## config.mk

```make
export PLATFORM = sky130hd
export DESIGN_NAME = pwc_unit
export DESIGN_NICKNAME = d
export VERILOG_FILES = /design/src/rtl/pwc_pkg.sv /design/src/rtl/pwc_cond_eval.sv /design/src/rtl/pwc_flag_reg.sv /design/src/rtl/pwc_wb_gate.sv /design/src/rtl/pwc_unit.sv
export SDC_FILE = /design/constraint.sdc
export NUM_CORES = 1
export LEC_CHECK = 0
export BUFFER_PORTS_ARGS = -buffer_cell sky130_fd_sc_hd__buf_2
export CELL_PAD_IN_SITES_DETAIL_PLACEMENT = 2
export CELL_PAD_IN_SITES_GLOBAL_PLACEMENT = 2
export CORE_ASPECT_RATIO = 0.5
export CORE_MARGIN = 1.5
export CORE_UTILIZATION = 26
export DETAILED_ROUTE_END_ITERATION = 10
export GPL_ROUTABILITY_DRIVEN = 0
export PLACE_DENSITY = 0.87
export SETUP_SLACK_MARGIN = 0.1
export SYNTH_ARGS = -nofsm -noshare
export SYNTH_HDL_FRONTEND = slang
export SYNTH_SLANG_ARGS = --single-unit
```

## constraint.sdc

```tcl
create_clock -name clk -period 2.9 [get_ports clk]
set_input_delay 0.29 -clock clk [delete_from_list [all_inputs] [get_ports clk]]
set_output_delay 0.29 -clock clk [all_outputs]
set_load 0.05 [all_outputs]
```

## src/rtl/pwc_pkg.sv

```systemverilog
package pwc_pkg;

    typedef struct packed {
        logic n;
        logic z;
        logic c;
        logic v;
    } pwc_flags_t;

    typedef enum logic [3:0] {
        CC_EQ = 4'd0,  CC_NE = 4'd1,  CC_CS = 4'd2,  CC_CC = 4'd3,
        CC_MI = 4'd4,  CC_PL = 4'd5,  CC_VS = 4'd6,  CC_VC = 4'd7,
        CC_HI = 4'd8,  CC_LS = 4'd9,  CC_GE = 4'd10, CC_LT = 4'd11,
        CC_GT = 4'd12, CC_LE = 4'd13, CC_AL = 4'd14, CC_NV = 4'd15
    } pwc_cond_e;

    localparam pwc_flags_t FLAGS_RESET = '{n: 1'b0, z: 1'b0, c: 1'b0, v: 1'b0};

    function automatic logic pwc_test(input pwc_cond_e cc, input pwc_flags_t f);
        logic r;
        case (cc)
            CC_EQ:   r = f.z;
            CC_NE:   r = !f.z;
            CC_CS:   r = f.c;
            CC_CC:   r = !f.c;
            CC_MI:   r = f.n;
            CC_PL:   r = !f.n;
            CC_VS:   r = f.v;
            CC_VC:   r = !f.v;
            CC_HI:   r = f.c && !f.z;
            CC_LS:   r = !f.c || f.z;
            CC_GE:   r = (f.n == f.v);
            CC_LT:   r = (f.n != f.v);
            CC_GT:   r = !f.z && (f.n == f.v);
            CC_LE:   r = f.z || (f.n != f.v);
            CC_AL:   r = 1'b1;
            default: r = 1'b0;
        endcase
        return r;
    endfunction

endpackage

```

## src/rtl/pwc_cond_eval.sv

```systemverilog
module pwc_cond_eval
    import pwc_pkg::*;
(
    input  logic [3:0] cond_i,
    input  pwc_flags_t flags_i,
    output logic       pass_o
);
    always_comb begin
        pass_o = pwc_test(pwc_cond_e'(cond_i), flags_i);
    end
endmodule

```

## src/rtl/pwc_flag_reg.sv

```systemverilog
module pwc_flag_reg
    import pwc_pkg::*;
#(
    parameter int DATA_W = 32
)(
    input  logic              clk,
    input  logic              rst,
    input  logic              upd_i,
    input  logic [DATA_W-1:0] a_i,
    input  logic [DATA_W-1:0] b_i,
    output pwc_flags_t        flags_o
);
    localparam int MSB = DATA_W - 1;

    logic [DATA_W:0]   diff_ext;
    logic [DATA_W-1:0] diff;
    pwc_flags_t        nxt;
    pwc_flags_t        cur;

    always_comb begin
        diff_ext = {1'b0, a_i} - {1'b0, b_i};
        diff     = diff_ext[DATA_W-1:0];
        nxt.n    = diff[MSB];
        nxt.z    = (diff == '0);
        nxt.c    = !diff_ext[DATA_W];
        nxt.v    = (a_i[MSB] != b_i[MSB]) && (diff[MSB] != a_i[MSB]);
    end

    always_ff @(posedge clk) begin
        if (rst)        cur <= FLAGS_RESET;
        else if (upd_i) cur <= nxt;
    end

    assign flags_o = cur;

    AST_FLAGS_HOLD: assert property (@(posedge clk) disable iff (rst)
        !upd_i |=> $stable(flags_o));
    AST_FLAGS_CLEAR: assert property (@(posedge clk) disable iff (rst)
        $fell(rst) |-> (flags_o == FLAGS_RESET));
    AST_ZERO_CARRY: assert property (@(posedge clk) disable iff (rst)
        (upd_i && a_i == b_i) |=> (flags_o.z && flags_o.c && !flags_o.v));
endmodule

```

## src/rtl/pwc_wb_gate.sv

```systemverilog
module pwc_wb_gate #(
    parameter int DATA_W = 32
)(
    input  logic              valid_i,
    input  logic              pass_i,
    input  logic              wr_req_i,
    input  logic              csel_i,
    input  logic              cmp_i,
    input  logic [DATA_W-1:0] a_i,
    input  logic [DATA_W-1:0] b_i,
    output logic              wr_en_o,
    output logic [DATA_W-1:0] wr_data_o
);
    logic live;

    always_comb begin
        live      = valid_i && wr_req_i && !cmp_i;
        wr_en_o   = live && (csel_i || pass_i);
        wr_data_o = (csel_i && !pass_i) ? b_i : a_i;
    end

    always_comb begin
        if (!valid_i) AST_IDLE_NO_WRITE: assert (!wr_en_o);
    end
endmodule

```

## src/rtl/pwc_unit.sv

```systemverilog
module pwc_unit
    import pwc_pkg::*;
#(
    parameter int DATA_W = 32
)(
    input  logic              clk,
    input  logic              rst,
    input  logic              valid_i,
    input  logic [3:0]        cond_i,
    input  logic              cmp_i,
    input  logic              wr_req_i,
    input  logic              csel_i,
    input  logic [DATA_W-1:0] a_i,
    input  logic [DATA_W-1:0] b_i,
    output logic              wr_en_o,
    output logic [DATA_W-1:0] wr_data_o,
    output logic [3:0]        flags_o
);
    pwc_flags_t flags;
    logic       pass;
    logic       flag_upd;

    pwc_cond_eval u_eval (
        .cond_i  (cond_i),
        .flags_i (flags),
        .pass_o  (pass)
    );

    assign flag_upd = valid_i && cmp_i && pass;

    pwc_flag_reg #(.DATA_W(DATA_W)) u_flags (
        .clk     (clk),
        .rst     (rst),
        .upd_i   (flag_upd),
        .a_i     (a_i),
        .b_i     (b_i),
        .flags_o (flags)
    );

    pwc_wb_gate #(.DATA_W(DATA_W)) u_gate (
        .valid_i   (valid_i),
        .pass_i    (pass),
        .wr_req_i  (wr_req_i),
        .csel_i    (csel_i),
        .cmp_i     (cmp_i),
        .a_i       (a_i),
        .b_i       (b_i),
        .wr_en_o   (wr_en_o),
        .wr_data_o (wr_data_o)
    );

    assign flags_o = flags;

    AST_CMP_NO_WRITE: assert property (@(posedge clk) disable iff (rst)
        (valid_i && cmp_i) |-> !wr_en_o);
    AST_NEVER_CODE: assert property (@(posedge clk) disable iff (rst)
        (valid_i && cond_i == 4'd15 && !csel_i) |-> !wr_en_o);
    AST_PLAIN_DATA: assert property (@(posedge clk) disable iff (rst)
        (wr_en_o && !csel_i) |-> (wr_data_o == a_i));
    AST_CSEL_ALWAYS: assert property (@(posedge clk) disable iff (rst)
        (valid_i && csel_i && wr_req_i && !cmp_i) |-> (wr_en_o && (wr_data_o == a_i || wr_data_o == b_i)));
    AST_INVALID_HOLD: assert property (@(posedge clk) disable iff (rst)
        !valid_i |=> $stable(flags_o));
endmodule

```

==> reports/qor.csv <==
stage;metric;value;unit
routing;Met2 Routed Length;9380;um
clock_tree;total CTS buffers;3;
pwr;pwr/cell area;349;nW/um^2
clock_tree;CTS Root Cell;clkbuf_16;
grt;largest net degree at the start of global routing;31;
floorplanning;I/O pin count;111;
sta;final hold vios;0;
flow_run;Max Cap Viol;0;
floorplanning;DIE AREA;12200;sq um
sta;Worst Slack Setup Final;-0.365;ns
routing;met3 WL;1510;um
clock_tree;Hold Buf Count CTS;0;
routing;Initial DRC Count;422;
clock_tree;clk sinks;4;
sta;clock skew;0.00322;ns
yosys;sequential-to-total area share from yosys stat;0.0267;
yosys;asr flop ratio synth;0;
run_status;violated checks;setup timing;
layout;Largest register FFs;4;
yosys;Avg Inst Size Synth;6.23;sq um
floorplanning;Die W;155;um
clock_tree;clock slew at the register clock pins of the worst setup and hold paths;0.03;ns
grt;first-pass GRT wire length;26400;um
yosys;Synth Warn #;0;
worst_setup_path;Critical Path Fanout Max;9;
sta;Tmin final;3.27;ns
floorplanning;starting density of the core;0.270;
yosys;Yosys top cell by area;ha_1;
placement;HPWL after DPL;13600;um
grt;total gr overflow;0;
worst_setup_path;Data required, critical path;3.05;ns
sta;setup tns final;-0.365;ns
placement;I/O Buffers;110;
yosys;number of synthesized flops with an enable pin;0;
clock_tree;Max clock buf depth;2;
sta;Tcrit/Tclk final;1.13;
worst_setup_path;Startpoint Class;input port;
layout;non-filler cells, final;793;
yosys;Yosys reg bits;4;
sta;RSZ-0062 raised after global routing;true;
routing;via/cell ratio;6.10;
worst_setup_path;WS Path Type;in -> reg;
yosys;largest cells by area after synthesis;ha_1, o21ai_0, nand2_1;
layout;Inserted Diodes;0;
yosys;Synth Flop Type;dfxtp_1;
floorplanning;row count;27;
grt;initial antenna violation count;0;
sta;worst slew pin tran;0.575;ns
grt;vias in the first global route;4945;
layout;Synth-to-Final Area Change;52.1;%
layout;fin nets;757;
grt;overall global routing resource usage;0.268;
sta;fmax;306;MHz
run_status;outcome;complete, but fails checks;
sta;final max-slew violation count;0;
floorplanning;core area;11100;sq um
sta;endpoints failing setup;1;
clock_tree;htree depth;1;
routing;DRC;0;
clock_tree;clk_lat worst skew;0.23;ns
routing;DRT met1 WL;8430;um
routing;Vias;4838;
pwr;Max VDD drop;190;uV
layout;layout cells sized above 1;0.340;
clock_tree;CTS tree;yes;
routing;antenna violation net count after detailed routing;0;
routing;DR WL/cell;25.4;um
worst_hold_path;Worst Hold Class;in -> reg;
floorplanning;Die Ht;78.9;um
yosys;count of unique library cells instantiated by Yosys;62;
pwr;Leak;2.24;nW
sta;Slew HR;0.613;
yosys;Syn Nets;588;
yosys;Post-Synthesis Cells;481;
routing;highest metal used;met4;
worst_setup_path;kind of end point of the critical path;register;
layout;most frequent cells in the layout;buf_2, buf_4, nand2_1;
routing;final wirelength;20200;um
placement;DP Cell Count;785;
yosys;Syn Std Cell Area;3000;sq um
placement;pre-CTS setup slack;-0.418;ns
yosys;Synth top area share;0.134;
routing;first drt pass iteration count;6;
worst_setup_path;Worst Path Arrival;3.42;ns
cells in the mapped netlist, types with 8 or more instances:
library cell / count
nor2_1: 31
o21a_1: 8
a21oi_1: 43
nand4_1: 8
a21o_1: 9
o21ai_0: 55
nand2b_1: 10
nand2_1: 67
ha_1: 32
a31oi_1: 12
clkbuf_1: 16
inv_1: 43
critical path: stages:
cell       delay [ns]
buf_2            0.10
inv_1            0.07
ha_1             0.48
nand2_1          0.18
o21ai_0          0.43
buf_4            0.22
a21oi_1          0.09
mux2_2           0.29
a211oi_1         0.24
o2111ai_1        0.23
nor4_2           0.43
a41oi_2          0.19
nor2_1           0.15
layout make-up:
| class | count | area [sq um] |
|---|---|---|
| well taps | 145 | 181 |
| repair buffers | 184 | 1250 |
| clock buffers | 3 | 75.1 |
| flip-flops and latches | 4 | 80.1 |
| inverters | 45 | 169 |
| multi-input cells | 412 | 2800 |
| fillers | 1334 | 6560 |
cells by family (layout without fill, tap and decap cells):
family / after synthesis / in the layout / share of synthesized area
buffers and inverters: 65 / 232 / 0.0851
XOR/XNOR: 10 / 10 / 0.0292
multiplexers: 8 / 8 / 0.0284
AND/OR/NAND/NOR: 177 / 177 / 0.299
adder cells (fa/ha/maj): 33 / 33 / 0.140
flip-flops: 4 / 4 / 0.0267
AO/OA/AOI/OAI: 184 / 184 / 0.391
layer usage:
metal  up-vias  track usage
li1       2109            -
met1      2360        0.336
met2       295        0.483
met3        74       0.0267
met4         0       0.0962
met5         -            0
power breakdown:
group	total, mW	leakage (nW)	internal [mW]	switching, mW
Clock	0.219	0.0370	0.177	0.0425
Sequential	0.0605	0.0324	0.0576	0.00290
Combinational	1.31	2.17	0.478	0.836
worst paths after layout:
path / endpoint / start / cells past startpoint / slack, ns
max: u_flags.flags_o[2] / b_i[10] / 13 / -0.37
min: u_flags.flags_o[0] / rst / 2 / 0.33
max reg2reg: u_flags.flags_o[2] / u_flags.flags_o[0] / 10 / 0.37
min reg2reg: u_flags.flags_o[1] / u_flags.flags_o[1] / 2 / 0.59
per-stage QoR:
step | area [sq um] | total power [mW] | utilization | hold slack [ns]
after detailed placement | 4180 | 1.18 | 0.376 | 0.539
after floorplan | 3000 | 0.746 | - | 0.359
after global routing | 4560 | 1.66 | 0.410 | 0.337
final | 4560 | 1.59 | 0.410 | 0.328
after CTS | 4330 | 1.43 | 0.390 | 0.340
after global placement | 4180 | 1.10 | 0.376 | 0.541
timing repair:
| item | in CTS | in global routing |
|---|---|---|
| gates resized for setup | 25 | 35 |
| setup buffers | 0 | 2 |
| cloned | 0 | 3 |
| endpoints found under the setup margin | 19 | 36 |
| pin swaps | 0 | 8 |
Power figures use the tool's default switching activity.
